<file path="src/rtl/cmpt_pkg.sv">
package cmpt_pkg;
  localparam int BYTE_W = 8;
  localparam int CNT_W  = 2 * BYTE_W;
  localparam int ADDR_W = 4;

  localparam logic [ADDR_W-1:0] RA_MODE     = 4'd0;
  localparam logic [ADDR_W-1:0] RA_COUT     = 4'd1;
  localparam logic [ADDR_W-1:0] RA_FORCE    = 4'd2;
  localparam logic [ADDR_W-1:0] RA_FLAG     = 4'd3;
  localparam logic [ADDR_W-1:0] RA_CNT_LO   = 4'd4;
  localparam logic [ADDR_W-1:0] RA_CNT_HI   = 4'd5;
  localparam int                RA_CMP_BASE = 6;

  typedef enum logic [1:0] {
    WM_NORMAL = 2'b00,
    WM_CTC    = 2'b01,
    WM_WAVE_A = 2'b10,
    WM_WAVE_B = 2'b11
  } wmode_e;

  typedef enum logic [1:0] {
    CO_OFF    = 2'b00,
    CO_TOGGLE = 2'b01,
    CO_LOW    = 2'b10,
    CO_HIGH   = 2'b11
  } cout_e;

  function automatic logic next_level(cout_e act, logic cur);
    case (act)
      CO_TOGGLE: return ~cur;
      CO_LOW:    return 1'b0;
      CO_HIGH:   return 1'b1;
      default:   return cur;
    endcase
  endfunction
endpackage

</file>
<file path="src/rtl/cmpt_busif.sv">
module cmpt_busif
  import cmpt_pkg::*;
#(
  parameter int NCH = 3
) (
  input  logic                        clk,
  input  logic                        rst_n,
  input  logic                        cpu_wr,
  input  logic                        cpu_rd,
  input  logic [ADDR_W-1:0]           cpu_addr,
  input  logic [BYTE_W-1:0]           cpu_wdata,
  output logic [BYTE_W-1:0]           cpu_rdata,
  input  logic [CNT_W-1:0]            cnt_q,
  input  logic [NCH-1:0]              flag_q,
  output wmode_e                      mode_q,
  output logic [2*NCH-1:0]            cout_q,
  output logic [NCH-1:0][CNT_W-1:0]   cmp_q,
  output logic                        cnt_wr,
  output logic [CNT_W-1:0]            cnt_wval,
  output logic [NCH-1:0]              force_p,
  output logic [NCH-1:0]              flag_clr
);
  logic [BYTE_W-1:0] temp_q;
  logic [NCH-1:0]    cmp_lo_sel, cmp_hi_sel;
  logic              wide_lo, wide_hi;
  logic [BYTE_W-1:0] lo_high_byte;

  for (genvar i = 0; i < NCH; i++) begin : g_dec
    assign cmp_lo_sel[i] = (cpu_addr == ADDR_W'(RA_CMP_BASE + 2*i));
    assign cmp_hi_sel[i] = (cpu_addr == ADDR_W'(RA_CMP_BASE + 2*i + 1));
  end

  // Which 16-bit half is addressed, and the high byte a low read captures
  always_comb begin
    wide_lo      = (cpu_addr == RA_CNT_LO);
    wide_hi      = (cpu_addr == RA_CNT_HI);
    lo_high_byte = cnt_q[CNT_W-1:BYTE_W];
    for (int i = 0; i < NCH; i++) begin
      if (cmp_lo_sel[i]) begin
        wide_lo      = 1'b1;
        lo_high_byte = cmp_q[i][CNT_W-1:BYTE_W];
      end
      if (cmp_hi_sel[i]) wide_hi = 1'b1;
    end
  end

  assign cnt_wr   = cpu_wr && (cpu_addr == RA_CNT_LO);
  assign cnt_wval = {temp_q, cpu_wdata};
  assign force_p  = (cpu_wr && (cpu_addr == RA_FORCE) && !mode_q[1]) ? cpu_wdata[NCH-1:0] : '0;
  assign flag_clr = (cpu_wr && (cpu_addr == RA_FLAG)) ? cpu_wdata[NCH-1:0] : '0;

  always_ff @(posedge clk or negedge rst_n) begin
    if (!rst_n) begin
      temp_q <= '0;
      mode_q <= WM_NORMAL;
      cout_q <= '0;
      cmp_q  <= '0;
    end else begin
      if (cpu_wr && wide_hi)      temp_q <= cpu_wdata;
      else if (cpu_rd && wide_lo) temp_q <= lo_high_byte;
      if (cpu_wr && (cpu_addr == RA_MODE)) mode_q <= wmode_e'(cpu_wdata[1:0]);
      if (cpu_wr && (cpu_addr == RA_COUT)) cout_q <= cpu_wdata[2*NCH-1:0];
      for (int i = 0; i < NCH; i++)
        if (cpu_wr && cmp_lo_sel[i]) cmp_q[i] <= {temp_q, cpu_wdata};
    end
  end

  always_comb begin
    cpu_rdata = '0;
    if (cpu_rd) begin
      if (cpu_addr == RA_MODE)        cpu_rdata = BYTE_W'(mode_q);
      else if (cpu_addr == RA_COUT)   cpu_rdata = BYTE_W'(cout_q);
      else if (cpu_addr == RA_FLAG)   cpu_rdata = BYTE_W'(flag_q);
      else if (cpu_addr == RA_CNT_LO) cpu_rdata = cnt_q[BYTE_W-1:0];
      else if (wide_hi)               cpu_rdata = temp_q;
      for (int i = 0; i < NCH; i++)
        if (cmp_lo_sel[i]) cpu_rdata = cmp_q[i][BYTE_W-1:0];
    end
  end
endmodule

</file>
<file path="src/rtl/cmpt_counter.sv">
module cmpt_counter
  import cmpt_pkg::*;
(
  input  logic             clk,
  input  logic             rst_n,
  input  logic             tick_en,
  input  logic             clr_at_top,
  input  logic [CNT_W-1:0] top,
  input  logic             cnt_wr,
  input  logic [CNT_W-1:0] cnt_wval,
  output logic [CNT_W-1:0] cnt_q,
  output logic             match_en,
  output logic             blk_q
);
  // A match may only be taken on a tick that is neither overridden by a
  // software write nor the first tick after one.
  assign match_en = tick_en && !blk_q && !cnt_wr;

  always_ff @(posedge clk or negedge rst_n) begin
    if (!rst_n) begin
      cnt_q <= '0;
      blk_q <= 1'b0;
    end else if (cnt_wr) begin
      cnt_q <= cnt_wval;
      blk_q <= 1'b1;
    end else if (tick_en) begin
      blk_q <= 1'b0;
      if (match_en && clr_at_top && (cnt_q == top)) cnt_q <= '0;
      else                                          cnt_q <= cnt_q + 1'b1;
    end
  end
endmodule

</file>
<file path="src/rtl/cmpt_chan.sv">
module cmpt_chan
  import cmpt_pkg::*;
(
  input  logic             clk,
  input  logic             rst_n,
  input  logic             match_en,
  input  logic [CNT_W-1:0] cnt_q,
  input  logic [CNT_W-1:0] cmp,
  input  cout_e            act,
  input  logic             force_p,
  input  logic             flag_clr,
  output logic             flag_q,
  output logic             wave_q
);
  logic hit;
  assign hit = match_en && (cnt_q == cmp);

  always_ff @(posedge clk or negedge rst_n) begin
    if (!rst_n) begin
      flag_q <= 1'b0;
      wave_q <= 1'b0;
    end else begin
      flag_q <= hit | (flag_q & ~flag_clr);
      if (hit || force_p) wave_q <= next_level(act, wave_q);
    end
  end
endmodule

</file>
<file path="src/rtl/cmp_timer16.sv">
module cmp_timer16
  import cmpt_pkg::*;
#(
  parameter int NCH = 3
) (
  input  logic              clk,
  input  logic              rst_n,
  input  logic              tick_en,
  input  logic              cpu_wr,
  input  logic              cpu_rd,
  input  logic [ADDR_W-1:0] cpu_addr,
  input  logic [BYTE_W-1:0] cpu_wdata,
  output logic [BYTE_W-1:0] cpu_rdata,
  output logic [NCH-1:0]    match_flag,
  output logic [NCH-1:0]    wave_out
);
  wmode_e                    mode_q;
  logic [2*NCH-1:0]          cout_q;
  logic [NCH-1:0][CNT_W-1:0] cmp_q;
  logic                      cnt_wr;
  logic [CNT_W-1:0]          cnt_wval, cnt_q;
  logic [NCH-1:0]            force_p, flag_clr;
  logic                      match_en, blk_q;

  cmpt_busif #(.NCH(NCH)) u_bus (
    .clk(clk), .rst_n(rst_n), .cpu_wr(cpu_wr), .cpu_rd(cpu_rd),
    .cpu_addr(cpu_addr), .cpu_wdata(cpu_wdata), .cpu_rdata(cpu_rdata),
    .cnt_q(cnt_q), .flag_q(match_flag), .mode_q(mode_q), .cout_q(cout_q),
    .cmp_q(cmp_q), .cnt_wr(cnt_wr), .cnt_wval(cnt_wval),
    .force_p(force_p), .flag_clr(flag_clr)
  );

  cmpt_counter u_cnt (
    .clk(clk), .rst_n(rst_n), .tick_en(tick_en),
    .clr_at_top(mode_q == WM_CTC), .top(cmp_q[0]),
    .cnt_wr(cnt_wr), .cnt_wval(cnt_wval), .cnt_q(cnt_q),
    .match_en(match_en), .blk_q(blk_q)
  );

  for (genvar i = 0; i < NCH; i++) begin : g_ch
    cmpt_chan u_ch (
      .clk(clk), .rst_n(rst_n), .match_en(match_en), .cnt_q(cnt_q),
      .cmp(cmp_q[i]), .act(cout_e'(cout_q[2*i +: 2])),
      .force_p(force_p[i]), .flag_clr(flag_clr[i]),
      .flag_q(match_flag[i]), .wave_q(wave_out[i])
    );
  end
endmodule


</file>
<file path="config.mk">
export PLATFORM = sky130hd
export DESIGN_NAME = cmp_timer16
export DESIGN_NICKNAME = d
export VERILOG_FILES = /design/src/rtl/cmpt_pkg.sv /design/src/rtl/cmpt_busif.sv /design/src/rtl/cmpt_counter.sv /design/src/rtl/cmpt_chan.sv /design/src/rtl/cmp_timer16.sv
export SDC_FILE = /design/constraint.sdc
export NUM_CORES = 1
export LEC_CHECK = 0
export ABC_AREA = 0
export CORE_UTILIZATION = 55
export CTS_CLUSTER_DIAMETER = 60
export DETAILED_ROUTE_END_ITERATION = 10
export DONT_BUFFER_PORTS = 1
export PLACE_DENSITY = 0.68
export REMOVE_ABC_BUFFERS = 1
export SYNTH_ARGS = -nofsm -noshare
export SYNTH_HDL_FRONTEND = slang
export SYNTH_SLANG_ARGS = --single-unit
</file>
<file path="constraint.sdc">
create_clock -name clk -period 2.9 [get_ports clk]
set_clock_uncertainty 0.05 [all_clocks]
set_input_delay 0.29 -clock clk [delete_from_list [all_inputs] [get_ports clk]]
set_output_delay 0.29 -clock clk [all_outputs]
set_load 0.02 [all_outputs]
</file>
# [Yosys cells after proc, flatten, opt, wreduce, memory -nomap -nowiden]
# Cells that the tools add are included.
[totals] output_inout_bits=14 latchBits=0 ff_bits=87 word_cells=114 romBits=0 input_bits=17 ram_bits=0 memories=0
[classes] reduce_logical=33 n_addsub=1 mul=0 n_eq_ne=24 magnitude_cmp=0 shifts=0 bitwise=12 muxes=30 div=0
[ops] cell="$mux W8" n=14
[ops] cell="$eq A16 B16 Y1" n=3
[ops] cell="$mux W16" n=3
[ops] cell="$logic_and A1 B1 Y1" n=18
[ops] cell="$add A16 B1 Y16 const B" n=1
[ops] cell="$eq A4 B3 Y1 const B" n=4
[ops] cell="$eq A4 B4 Y1 const B" n=4
[ops] cell="$eq A2 B2 Y1 const B" n=6
[ops] cell="$pmux W1 S3" n=3
[ops] cell="$reduce_bool A3 Y1" n=3
[ops] cell="$eq A2 B1 Y1 const B" n=4
[ops] cell="$eq A4 B2 Y1 const B" n=2
[ops] cell="$mux W1" n=8
[ops] cell="$mux W3" n=2
[ops] cell="$not A1 Y1" n=6
[ops] cell="$reduce_and A2 Y1" n=3
[ops] cell="$eq A4 B1 Y1 const B" n=1
[ops] cell="$logic_not A4 Y1" n=1
[ops] cell="$reduce_bool A2 Y1" n=2
[ops] cell="$and A1 B1 Y1" n=3
[ops] cell="$logic_not A1 Y1" n=3
[ops] cell="$logic_or A1 B1 Y1" n=3
[ops] cell="$or A1 B1 Y1" n=3

# [Depth between registers and ports, before layout]
# Gate-level depths: netlist of the first run.
[depth] word_depth=13 mapped_depth=9 depth_no_buf=7

# [Modules after synthesis]
# A second synthesis of the first run with hierarchy kept.
[hier_totals] hier_cells=585 hier_area_um2=5759.3
[by_module_without_submodules] module="cmpt_busif" seq_area_each_um2=1601.5 area_per_inst_um2=3612.2 cells_per_inst=348 instances=1
[by_module_without_submodules] module="cmpt_counter" seq_area_each_um2=425.4 area_per_inst_um2=1202.4 cells_per_inst=137 instances=1
[by_module_without_submodules] module="cmpt_chan" seq_area_each_um2=50.0 area_per_inst_um2=310.3 cells_per_inst=33 instances=3
[by_module_without_submodules] module="cmp_timer16" seq_area_each_um2=0.0 area_per_inst_um2=13.8 cells_per_inst=1 instances=1

# [Worst setup path after synthesis of the first run]
# Ideal clock, no wire load.
[synth_path] path_kind="reg-to-reg" from="register u_cnt.cnt_q[0]" to="register u_cnt.cnt_q[12]" period_less_slack_ns=2.360 setup_time_ns=0.126 arrival_time_ns=2.184 path_stages_with_launch=10 required_ns=2.724 path_slack_ns=0.540 path_buffers=3 path_cell_list="dfrtp_1 > clkbuf_1 > xor2_1 > nor4_1 > nand4_1 > or3_1 > buf_2 > buf_6 > a31o_1 > a221o_1"
[synth_via] elab_chain_len=5 word_cells_on_any_way=6 cone_classes="add/sub: 1; eq/ne: 1; mux: 3; reduce/logical: 1"
[synth_lines] item="start, declared" line="cmpt_counter.sv:11" text="output logic [CNT_W-1:0] cnt_q,"
[synth_lines] item="start signal, assigned" line="cmpt_counter.sv:24" text="cnt_q <= cnt_wval;"
[synth_lines] item="start signal, assigned" line="cmpt_counter.sv:29" text="else cnt_q <= cnt_q + 1'b1;"
[synth_lines] item="parallel branches: the longest is 2 deep, another holds $add A16 B1 Y16"
[synth_lines] item="$mux W16 *" line="cmpt_counter.sv:28" text="if (match_en && clr_at_top && (cnt_q == top)) cnt_q <= '0;"
[synth_lines] item="$mux W16 *" line="cmpt_counter.sv:26" text="end else if (tick_en) begin"
[synth_lines] item="$mux W16 *" line="cmpt_counter.sv:23" text="end else if (cnt_wr) begin"
# Mark *: on every way between the ends. The select of a mux whose other input is x is not followed.
# A chain may end at the register's enable or synchronous reset.

# [Worst setup path after layout of the first run]
[layout_path] from="register u_cnt.cnt_q[0]" to="register u_cnt.cnt_q[2]"
# The elaborated chain is that of the path after synthesis.

==> run summary, run 1 <==
Status: complete, no violations
Post-synth top area share: 42.0%
Highest Clock Rate: 381 MHz
Clk root buf: clkbuf_8
EDFF count, synth: 0
Clock Sinks: 87
Post-Route WL: 14700 um
Max-slew violation count: 0
Vias: 4295
Biggest area consumer among synthesized cells: dfrtp_1
Maximum fanout along the worst path: 16
Post-synthesis sequential area ratio: 42.0%
Critical path's largest stage delay: 0.65 ns
Period utilisation layout: 90.5%
Die height: 99.1 um
Reg2Reg Launch Point: u_cnt.cnt_q[0]
Share of cells above drive strength 1: 22.0%
Ant. Diodes: 0
PostCTS Resize Cnt: 0
Post-layout net count: 540
Number of global-route vias before repair: 4322
# DRC: 0
Slowest stage cell, crit path: or3_1
Worst-path cell chain: xor2_1 > nor4_1 > nand4_1 > or3_1 > a31o_2 > a221o_1
Critical path endpoint category: flop
Cell variety after synth: 48
Measured slew at the worst slew-check pin: 1.01 ns
ANT nets after route: 0
Pwr Density: 761 nW/um^2
Die ar.: 9820 sq um
Reg-to-reg setup timing slack: 0.27 ns
Syn_area_per_cell: 9.88 sq um
RSZ-0062 raised after global routing: no
Post-synthesis cell count: 525
Largest net degree at the start of global routing: 88
DP Wirelength: 10000 um
Initial drt markers: 275
Initial DRT Pass Iterations: 5
Fillers: 814
Most common cell in the synthesized netlist: dfrtp_1
Fraction of registers with async set/reset: 100%
Initial antenna violation count: 0
Syn-to-layout area delta: 8.30%
Hold path startpoint: cpu_wdata[5]
Clock Pin Slew Worst Setup and Hold Paths: 0.09 ns
Slew headroom: 32.5%
Leakage Power: 2.39 nW
Input/output buffers: 0
Worst-case clock buffer depth: 2
Hold Crit Depth: 1
Max Cap Violations: 0
PnR worst setup slack: 0.275 ns
Main area contributors after synthesis: dfrtp_1 42%, mux2_2 12%, xor2_1 5.4%, a221o_1 3.3%, nand2_1 3.3%
CP required: 3.11 ns
Arrival @ worst endpoint: 2.83 ns
Synth warn: 0
Die width: 99.1 um
# rows: 35
Commonest cells post-synth: 87 x dfrtp_1, 53 x mux2_2, 45 x nand2_1
Core area: 9200 sq um
Initial core utilization: 56.4%
Routed vias/inst: 6.73
CP Class: flop to flop
Pre-CTS setup slack: 0.291 ns
IO Pins: 31
Worst Hold Path EP: u_bus.temp_q[5]
# setup viols final: 0
Peak supply drop: 381 uV
RePlAce Congestion: 0.913
Global Route Usage Sum: 32.2%
Global route overflow: 0
TNS Setup: 0 ns
R2r endpoint: u_cnt.cnt_q[2]
Crit start category: flop
CTS tree: done
Cell Area, Synth: 5180 sq um
Final hold vios: 0
Post-layout min period: 2.63 ns
Tightest Hold Check Type: input port to flop
Avg WL per Cell: 23.0 um
Prevailing post-synth register cell: dfrtp_1
H-tree level count: 3
Final Util: 61.1%
Synth Register Bits: 87
R2r worst-path depth: 6
First-pass GRT wire length: 23600 um
CTS Buf Count: 9
Latest clock arrival within the worst-skew pair: 0.38 ns
## per-stage QoR
step           total power [W]  std cells  hold slack, ns  cell area (sq um)
6_report               0.00428        638         0.00525               5620
2_1_floorplan          0.00279        478         -0.0556               4960
3_5_place_dp           0.00324        616         -0.0515               5310
3_3_place_gp           0.00321        616         -0.0515               5310
5_1_grt                0.00448        638         0.00108               5620
4_1_cts                0.00426        638        0.000358               5620
## critical path, delay by kind of cell (launching register included)
| kind | cells | cell delay (ns) |
|---|---|---|
| XOR/XNOR | 1 | 0.19 |
| AO/OA/AOI/OAI | 2 | 0.64 |
| AND/OR/NAND/NOR | 3 | 1.13 |
| flip-flops | 1 | 0.49 |
## logic make-up (layout without fill, tap and decap cells)
family                     after synthesis  count (layout)  share of synthesized area, %
muxes                                   59              59                          12.7
xor gates and xnor gates                48              48                          8.11
and+or+nand+nor                        140             140                          13.7
adders and majority gates                1               1                         0.241
DFF                                     87              87                          42.0
AOI/OAI and AO/OA                      127             127                          17.8
buffers and inverters                   63              65                          5.43
## layer usage
layer	routed length, um	GRT usage (%)	vias up	part of all wire, %
met5	0	0	-	0
met4	461	13.7	0	3.1
met3	1180	7.10	40	8.1
met2	6870	51.1	222	47
met1	6160	43.0	2127	42
li1	-	-	1906	-
## what timing repair did
action | CTS | global route
endpoints found under the hold margin | 92 | 0
buffers inserted | 0 | 0
hold buffers | 6 | 0
## registers in the layout (all words and copies together), names as in the netlist
signal,flops
u_cnt.cnt_q,16
u_bus.cout_q,6
u_cnt.blk_q,1
g_ch.u_ch.wave_q,3
u_bus.mode_q,2
u_bus.temp_q,8
g_ch.u_ch.flag_q,3
u_bus.cmp_q,48
## power breakdown
part           switching, W  internal [W]
clock network      0.000479      0.000515
logic              0.000632      0.000677
registers          0.000424       0.00155
total               0.00154       0.00274
## worst max-delay path by stage
stage,endpoint,start,slack (ns)
after floorplan,u_bus.cmp_q[32],cpu_addr[2],0.52
after global placement,u_cnt.cnt_q[6],u_cnt.cnt_q[7],0.32
after detailed placement,u_cnt.cnt_q[2],u_bus.cmp_q[12],0.29
after CTS,u_cnt.cnt_q[2],u_bus.cmp_q[12],0.27
after global routing,u_cnt.cnt_q[6],u_cnt.cnt_q[8],0.18
final,u_cnt.cnt_q[2],u_cnt.cnt_q[0],0.27
## area by class of cell
cell class	instances	area, sq um	area share (%)
clock buffer	10	138	2.45
tap	111	139	2.47
inverter	16	60.1	1.07
sequential	87	2180	38.8
timing repair buffer	33	280	4.99
clock inverter	6	92.6	1.65
multi-input combinational	375	2730	48.6
## cells in the final DEF, fill, tap and decap left out, types with 11 or more instances in the layout
cell type   n
buf_4      27
inv_1      16
xnor2_1    16
nand3_1    12
nand2_1    45
a22oi_1    13
a21oi_1    30
dfrtp_1    87
xor2_1     32
mux2_2     53
nor2_1     21
a31oi_1    11
nor3_1     12
a221o_1    17
o21ai_0    14
Power figures use the tool's default switching activity.
==> run 2: changes to the inputs <==
- CORE_UTILIZATION: 55 -> 64
- PLACE_DENSITY: 0.68 -> 0.89
==> run 2 against run 1 <==
Compared with the run above:
- non-clock buffer count rose by 9
- maximum frequency is 3.6% lower
- critical path type unchanged
- sequential power about the same
- highest routed layer unchanged
- critical endpoint is now u_cnt.cnt_q[6]
- clock power down 2.2%
- power rose by 1.0%
==> run summary, run 2 (synthesized netlist as in run 1, its figures left out) <==
Status: complete, no violations (unchanged)
Measured slew at the worst slew-check pin: 1.02 ns (was 1.01 ns)
Max-slew violation count: 0 (unchanged)
RePlAce Congestion: 0.969 (was 0.913)
ANT nets after route: 0 (unchanged)
First-pass GRT wire length: 23400 um (was 23600 um)
Avg WL per Cell: 23.2 um (was 23.0 um)
CP Class: flop to flop (unchanged)
Largest net degree at the start of global routing: 88 (unchanged)
Vias: 4422 (was 4295)
TNS Setup: 0 ns (unchanged)
H-tree level count: 3 (unchanged)
PostCTS Resize Cnt: 0 (unchanged)
Worst Hold Path EP: u_cnt.cnt_q[3] (was u_bus.temp_q[5])
Highest Clock Rate: 367 MHz (was 381 MHz)
# rows: 32 (was 35)
Hold path startpoint: cpu_wdata[3] (was cpu_wdata[5])
Stages on the worst setup path: 6 (unchanged)
Final hold vios: 0 (unchanged)
Buf+Inv Stages, Crit Path: 0 (unchanged)
Crit start category: flop (unchanged)
Tightest Hold Check Type: input port to flop (unchanged)
Initial drt markers: 460 (was 275)
Number of global-route vias before repair: 4422 (was 4322)
Die height: 92.0 um (was 99.1 um)
Leakage Power: 2.42 nW (was 2.39 nW)
Largest regs: u_bus.cmp_q (48), u_cnt.cnt_q (16), u_bus.temp_q (8) (unchanged)
RSZ-0062 raised after global routing: no (unchanged)
Slew headroom: 31.8% (was 32.5%)
Top layer in use: met4 (unchanged)
# DRC: 0 (unchanged)
Critical path's largest stage delay: 0.65 ns (about the same)
CP top delay family: simple AND/OR/NAND/NOR gates (unchanged)
Peak supply drop: 570 uV (was 381 uV)
Reg2Reg Launch Point: u_cnt.cnt_q[12] (was u_cnt.cnt_q[0])
Post-layout min period: 2.72 ns (was 2.63 ns)
Reg-to-reg setup timing slack: 0.18 ns (was 0.27 ns)
Post-layout net count: 549 (was 540)
Max Cap Violations: 0 (unchanged)
CTS Buf Count: 9 (unchanged)
Period utilisation layout: 93.9% (was 90.5%)
Clock Sinks: 87 (unchanged)
Syn-to-layout area delta: 9.39% (was 8.30%)
IO Pins: 31 (unchanged)
Initial DRT Pass Iterations: 8 (was 5)
Pre-CTS setup slack: 0.216 ns (was 0.291 ns)
Global route overflow: 0 (unchanged)
R2r endpoint: u_cnt.cnt_q[6] (was u_cnt.cnt_q[2])
Die ar.: 8470 sq um (was 9820 sq um)
Maximum fanout along the worst path: 16 (unchanged)
# setup viols final: 0 (unchanged)
Input/output buffers: 0 (unchanged)
Die width: 92.0 um (was 99.1 um)
Final Util: 73.0% (was 61.1%)
DP Wirelength: 10000 um (about the same)
Critical path endpoint category: flop (unchanged)
Routed wl met3: 1580 um (was 1180 um)
Reg with most FFs: u_bus.cmp_q (unchanged)
PnR worst setup slack: 0.178 ns (was 0.275 ns)
Initial core utilization: 66.8% (was 56.4%)
Most frequent cells in the layout: 87 x dfrtp_1, 53 x mux2_2, 45 x nand2_1 (unchanged)
Routed vias/inst: 6.93 (was 6.73)
Clk root buf: clkbuf_8 (unchanged)
Largest register FFs: 48 (unchanged)
Latest clock arrival within the worst-skew pair: 0.37 ns (was 0.38 ns)
Initial antenna violation count: 0 (unchanged)
Wire length on met1: 5710 um (was 6160 um)
Worst-path cell chain: xor2_1 > nor4_1 > nand4_1 > or3_1 > a31o_2 > a221o_1 (unchanged)
Worst-case clock buffer depth: 2 (unchanged)
Post-Route WL: 14800 um (was 14700 um)
CTS tree: done (unchanged)
Pwr Density: 761 nW/um^2 (about the same)
Global Route Usage Sum: 37.1% (was 32.2%)
Core area: 7770 sq um (was 9200 sq um)
CP required: 3.09 ns (was 3.11 ns)
Hold Crit Depth: 1 (unchanged)
R2r worst-path depth: 6 (unchanged)
Commonest non-fill, non-tap cell in the layout: dfrtp_1 (unchanged)
Slowest stage cell, crit path: or3_1 (unchanged)
Clock Pin Slew Worst Setup and Hold Paths: 0.10 ns (was 0.09 ns)
Met2 WL: 6870 um (about the same)
Ant. Diodes: 0 (unchanged)
Share of cells above drive strength 1: 22.8% (was 22.0%)
Arrival @ worst endpoint: 2.92 ns (was 2.83 ns)
-- run 2: cell types whose count changed in the layout (fill, tap and decap cells not counted), sizes merged --
cell	change
buf	+7
clkinvlp	+1
inv	+1
dlygate4sd3	+2
clkbuf	-1
clkinv	-1
-- run 2: worst max path at each step --
stage                     slack (ns)         endpoint            start
after floorplan                 0.52  u_bus.cmp_q[32]      cpu_addr[2]
after global placement          0.22   u_cnt.cnt_q[6]  u_cnt.cnt_q[12]
after detailed placement        0.22   u_cnt.cnt_q[6]  u_cnt.cnt_q[12]
after CTS                       0.20   u_cnt.cnt_q[6]  u_cnt.cnt_q[12]
after global routing             0.1   u_cnt.cnt_q[6]  u_cnt.cnt_q[12]
final                           0.18   u_cnt.cnt_q[6]  u_cnt.cnt_q[12]
-- run 2: power by group --
group	switching (W)	internal [W]	total (W)	leakage, nW
sequential	0.000398	0.00155	0.00195	1.07
clock	0.000477	0.000495	0.000972	0.108
combinational	0.000698	0.000701	0.00140	1.24
total	0.00157	0.00274	0.00432	2.42
-- run 2: metal layers --
layer	vias up	GRT usage (%)
li1	1920	-
met1	2138	47.4
met2	294	57.8
met3	70	11.2
met4	0	17.1
met5	-	0
-- run 2: repair_timing --
| action | CTS | global route |
|---|---|---|
| hold buffers | 3 | 5 |
| setup buffers | 0 | 0 |
| hold endpoints to repair | 88 | 10 |
| endpoints found under the setup margin | 0 | 0 |
-- run 2: area by class of cell --
cell class	instances	area, sq um
clock buffer	9	124
inverter	16	60.1
timing repair buffer	42	353
fill	543	2100
multi-input combinational	375	2730
sequential	87	2180
tap	102	128
clock inverter	7	104
-- run 2: metrics by stage --
stage,power [W],instances,area [sq um],hold WS [ns]
3_3_place_gp,0.00321,614,5350,-0.0520
5_1_grt,0.00452,638,5670,0.000702
6_report,0.00432,638,5670,0.00948
3_5_place_dp,0.00327,614,5350,-0.0521
2_1_floorplan,0.00279,478,4960,-0.0556
4_1_cts,0.00427,633,5620,0.000807
